--- config.mk ---
export PLATFORM = sky130hd
export DESIGN_NAME = panel_vtiming
export DESIGN_NICKNAME = d
export VERILOG_FILES = /design/src/rtl/pvt_pkg.sv /design/src/rtl/pvt_sequencer.sv /design/src/rtl/pvt_phase.sv /design/src/rtl/pvt_parity.sv /design/src/rtl/panel_vtiming.sv
export SDC_FILE = /design/constraint.sdc
export NUM_CORES = 1
export LEC_CHECK = 0
export ABC_AREA = 1
export BUFFER_PORTS_ARGS = -buffer_cell sky130_fd_sc_hd__buf_2
export CAP_MARGIN = 10
export CORE_UTILIZATION = 51
export CTS_CLUSTER_DIAMETER = 80
export DETAILED_ROUTE_END_ITERATION = 7
export GPL_ROUTABILITY_DRIVEN = 0
export PLACE_DENSITY = 0.73
export SLEW_MARGIN = 20
export SYNTH_ARGS = -nofsm -noshare
export SYNTH_HDL_FRONTEND = slang
export SYNTH_SLANG_ARGS = --single-unit
--- constraint.sdc ---
create_clock -name clk -period 1.4 [get_ports clk]
set_clock_uncertainty 0.1 [all_clocks]
set_input_delay 0.28 -clock clk [delete_from_list [all_inputs] [get_ports clk]]
set_output_delay 0.28 -clock clk [all_outputs]
set_load 0.1 [all_outputs]
--- src/rtl/pvt_pkg.sv ---
package pvt_pkg;

    typedef enum logic [1:0] {
        ST_HOLD  = 2'd0,
        ST_ARMED = 2'd1,
        ST_LEAD  = 2'd2,
        ST_RUN   = 2'd3
    } vseq_e;

    typedef struct packed {
        logic rest;
        logic advance;
        logic withhold;
        logic finish;
    } vstep_t;

    function automatic int unsigned next_slot(int unsigned cur, int unsigned period);
        return (cur + 1 >= period) ? 0 : cur + 1;
    endfunction

    function automatic int unsigned width_of(int unsigned n);
        return (n > 1) ? $clog2(n) : 1;
    endfunction

endpackage

--- src/rtl/pvt_sequencer.sv ---
module pvt_sequencer
    import pvt_pkg::*;
#(
    parameter int unsigned ACTIVE_LINES = 225,
    parameter int unsigned SKIP_PERIOD  = 6
) (
    input  logic   clk,
    input  logic   rst,
    input  logic   line_tick,
    input  logic   vsync,
    input  logic   mode_50,
    output vstep_t step,
    output logic   in_run,
    output logic   lead_line
);
    localparam int unsigned CNT_W = width_of(ACTIVE_LINES + 1);
    localparam int unsigned PH_W  = width_of(SKIP_PERIOD);

    vseq_e            state;
    logic [CNT_W-1:0] adv_cnt;
    logic [PH_W-1:0]  slot;
    logic             tick_act;
    logic             slot_hit;
    logic             last_done;

    generate
        if (SKIP_PERIOD > 1) begin : g_skip
            assign slot_hit = (slot == PH_W'(SKIP_PERIOD - 1));
        end else begin : g_noskip
            assign slot_hit = 1'b0;
        end
    endgenerate

    always_comb begin
        tick_act      = line_tick && !vsync && (state == ST_LEAD || state == ST_RUN);
        last_done     = (adv_cnt == CNT_W'(ACTIVE_LINES));
        step.rest     = vsync;
        step.finish   = tick_act && (state == ST_RUN) && last_done;
        step.withhold = tick_act && !step.finish && mode_50 && slot_hit;
        step.advance  = tick_act && !step.finish && !step.withhold;
    end

    always_ff @(posedge clk) begin
        if (rst) begin
            state   <= ST_HOLD;
            adv_cnt <= '0;
            slot    <= '0;
        end else if (vsync) begin
            state   <= ST_ARMED;
            adv_cnt <= '0;
            slot    <= '0;
        end else if (line_tick) begin
            case (state)
                ST_ARMED: state <= ST_LEAD;
                ST_LEAD, ST_RUN: begin
                    if (step.finish) begin
                        state <= ST_HOLD;
                    end else begin
                        state <= ST_RUN;
                        slot  <= PH_W'(next_slot(int'(slot), SKIP_PERIOD));
                        if (step.advance) adv_cnt <= adv_cnt + 1'b1;
                    end
                end
                default: state <= state;
            endcase
        end
    end

    assign in_run    = (state == ST_RUN);
    assign lead_line = (state == ST_LEAD);

endmodule

--- src/rtl/pvt_phase.sv ---
module pvt_phase
    import pvt_pkg::*;
(
    input  logic   clk,
    input  logic   rst,
    input  vstep_t step,
    output logic   vck_a,
    output logic   vck_b,
    output logic   gate_en
);
    always_ff @(posedge clk) begin
        if (rst || step.rest) begin
            vck_a   <= 1'b0;
            vck_b   <= 1'b1;
            gate_en <= 1'b1;
        end else if (step.advance) begin
            vck_a   <= ~vck_a;
            vck_b   <= ~vck_b;
            gate_en <= ~vck_a;
        end else if (step.withhold) begin
            gate_en <= 1'b0;
        end else if (step.finish) begin
            gate_en <= 1'b1;
        end
    end
endmodule

--- src/rtl/pvt_parity.sv ---
module pvt_parity (
    input  logic clk,
    input  logic rst,
    input  logic vsync,
    output logic field_odd
);
    always_ff @(posedge clk) begin
        if (rst)        field_odd <= 1'b0;
        else if (vsync) field_odd <= ~field_odd;
    end
endmodule

--- src/rtl/panel_vtiming.sv ---
module panel_vtiming
    import pvt_pkg::*;
#(
    parameter int unsigned ACTIVE_LINES = 225,
    parameter int unsigned SKIP_PERIOD  = 6
) (
    input  logic clk,
    input  logic rst,
    input  logic line_tick,
    input  logic vsync,
    input  logic mode_50,
    output logic vck_a,
    output logic vck_b,
    output logic gate_en,
    output logic vstart,
    output logic field_odd
);
    vstep_t step;
    logic   field_run;

    pvt_sequencer #(
        .ACTIVE_LINES(ACTIVE_LINES),
        .SKIP_PERIOD (SKIP_PERIOD)
    ) u_seq (
        .clk      (clk),
        .rst      (rst),
        .line_tick(line_tick),
        .vsync    (vsync),
        .mode_50  (mode_50),
        .step     (step),
        .in_run   (field_run),
        .lead_line(vstart)
    );

    pvt_phase u_phase (
        .clk    (clk),
        .rst    (rst),
        .step   (step),
        .vck_a  (vck_a),
        .vck_b  (vck_b),
        .gate_en(gate_en)
    );

    pvt_parity u_par (
        .clk      (clk),
        .rst      (rst),
        .vsync    (vsync),
        .field_odd(field_odd)
    );

endmodule

==> summary.md <==
| Metric | Value |
|---|---|
| Power Density | 626 nW/um^2 |
| Slew Viols, Final | 0 |
| Hold Path Stages | 2 |
| Most frequent cells in the layout | 29 x nand2_1, 23 x inv_1, 16 x nor2_1 |
| Die H | 46.4 um |
| RSZ-0062 raised after global routing | true |
| Startpoint Class | flop |
| Max Clock Freq | about 0.69 GHz |
| Max transition margin | 0.824 |
| Hold Crit Class | in2reg |
| Row count | 15 |
| Stages on the worst setup path | 8 |
| WL/cell | 13.5 um |
| Post-CTS Hold Fix Bufs | 0 |
| Vias per cell | 5.33 |
| CTS Buf Count | 3 |
| Leak pwr | 0.647 nW |
| CP endpoint kind | flop |
| Post-Syn Instances | 147 |
| Status | complete, but fails checks |
| Grt total ovfl | 0 |
| Die area | 2150 sq um |
| Area grow syn2layout | 42.6% |
| Post-synthesis area per instance | 6.83 sq um |
| Sequential share of the synthesized area | 0.339 |
| Clock Root Buffer | clkbuf_4 |
| YS warnings | 0 |
| Die W | 46.4 um |
| First-pass GRT wire length | roughly 4300 um |
| Critical Path AT | 1.59 ns |
| Synth unique cells | 23 |
| Min cycle time layout | 1.45 ns |
| Initial Util | 0.563 |
| Pin count of the biggest net entering global routing | 11 |
| Vias | between 1,000 and 1,500 |
| Pre-antenna DRT Iters | 4 |
| Final setup viols | 6 |
| Top cell by count, worst path | nand2_1 |
| Layout net count | between 150 and 200 |
| Final ANT Viol Nets | 0 |
| Power Total | 896 uW |
| Max Root-Sink Buffers | 2 |
| Failing checks | negative setup slack |
| Critical path peak fanout | 3 |
| WP buf/inv | 2 |
| Netlist Area Pre-Place | roughly 1000 sq um |
| Crit path largest cell delay | 0.38 ns |
| Hold WS | 0.0762 ns |
| Final Worst Setup Slack | -0.0458 ns |
| Initial DRC count | 50 |
| Std-Cell Core Area | approximately 1800 sq um |
| CP Cell Sequence | buf_4 > ha_1 > nand2_1 > nor3_2 > nand3_1 > nand2_1 > inv_1 > nor2_1 |
| Setup TNS | -0.143 ns |
| Worst-margin pin slew | between 0.2 and 0.3 ns |
| Setup CP Type | reg2reg |
| Ant diodes | 0 |
| Share of cells above drive strength 1 | 0.362 |
| Initial antenna violation count | 0 |
| CTS tree | yes |
| Post-DP HPWL | between 1500 and 2000 um |
| I/O pins | 10 |
| Post-route DRC | 0 |
| Clk sink count | 17 |
| H-tree levels | 1 |
| Port bufs | 9 |
| #FFs+latches synth | 17 |
| Routed wire length | about 2700 um |
| Final Cycle Share | 1.03 |
| Latest clock arrival within the worst-skew pair | 0.30 ns |
| Slowest-stage cell, CP | dfxtp_4 |
| Vias in the first global route | 953 |
| Worst EP required | 1.54 ns |
| Max-cap violations | 0 |
| Crit-path leading delay family | simple AND/OR/NAND/NOR gates |
| Post-Syn Nets | 157 |
| Reg clk slew, reported paths | about 0.11 ns |
| Global Route Usage Sum | 0.281 |
| Hold Violations, Final | 0 |
| Most common cell after layout, fill and taps aside | nand2_1 |
| Reg2Reg Depth | 8 |
| Peak VDD IR | 0.483 mV |
[sequential cells by signal, indices dropped and copies added, names as in the netlist]
register and count:
u_phase.vck_a 1, u_seq.state 2, u_phase.gate_en 1, u_phase.vck_b 1, u_par.field_odd 1, u_seq.adv_cnt 8
u_seq.slot 3
[final cells by class]
cell class | count | area (sq um)
multi-input combinational | 99 | 626
sequential | 17 | 355
fill | 115 | 352
timing repair buffer | 27 | 279
inverter | 30 | 114
tap | 25 | 31.3
clock buffer | 4 | 26.3
[cell families after synthesis]
group | synth area share
and+or+nand+nor | 0.387
buffers and inverters | 0.125
DFF | 0.339
AOI/OAI and AO/OA | 0.0698
adders and majority gates | 0.0623
xor gates and xnor gates | 0.0175
[synthesized netlist by cell type]
master	number	area (sq um)
nand3_1	14	70.1
inv_1	26	97.6
nand2_2	2	12.5
inv_2	3	11.3
ha_1	5	62.6
nand3_4	1	17.5
dfxtp_1	17	340
nand2_4	1	11.3
nor2_2	2	12.5
o21ai_1	2	10.0
nand3b_1	1	7.51
nand4_1	4	25.0
buf_6	1	11.3
nor2_4	2	22.5
xnor2_1	1	8.76
nand2_1	32	120
clkinv_2	1	5.00
a21oi_1	9	45.0
o21ai_0	3	15.0
nor2_1	17	63.8
xor2_1	1	8.76
nor3_1	1	5.00
nor2_8	1	20.0
[per-stage QoR]
stage,std cells,setup slack [ns],util,area [sq um]
after global placement,192,-0.0249,0.705,1260
after global routing,202,-0.102,0.803,1430
after CTS,202,-0.0168,0.772,1380
final,202,-0.0458,0.803,1430
after detailed placement,192,-0.0547,0.705,1260
after floorplan,147,0.00785,-,1010
[metal layers]
| metal | wire length, um | up-vias | track usage |
|---|---|---|---|
| met3 | 142 | 11 | 0.0431 |
| met5 | 0 | - | 0 |
| li1 | - | 517 | - |
| met4 | 59 | 0 | 0.135 |
| met1 | 1200 | 506 | 0.341 |
| met2 | 1320 | 42 | 0.475 |
[worst paths after layout]
kind,from,to,slack (ns)
worst max-delay path,u_seq.adv_cnt[0],u_seq.adv_cnt[6],-0.05
worst min-delay path,rst,u_seq.state[0],0.08
worst max register to register,u_seq.adv_cnt[0],u_seq.adv_cnt[6],-0.05
worst min register to register,u_phase.vck_a,u_phase.vck_a,0.41
[worst register-to-register path, delay by kind of cell, from the launching register on]
family	cells	cell delay, ns
buffers and inverters	2	0.15
DFF	1	0.38
adders and majority gates	1	0.18
and+or+nand+nor	5	0.58
[power by group]
part	switching (mW)	internal (mW)	leakage (nW)
Combinational	0.0720	0.0499	0.491
Sequential	0.00834	0.488	0.141
Clock	0.167	0.111	0.0150
Total	0.247	0.649	0.647
[timing repair]
| item | in CTS | in global routing |
|---|---|---|
| buffers inserted | 6 | 0 |
| resized for setup | 18 | 15 |
| pin swaps | 5 | 12 |
| endpoints found under the setup margin | 13 | 16 |
No activity file was read; power rests on OpenSTA's default activity.
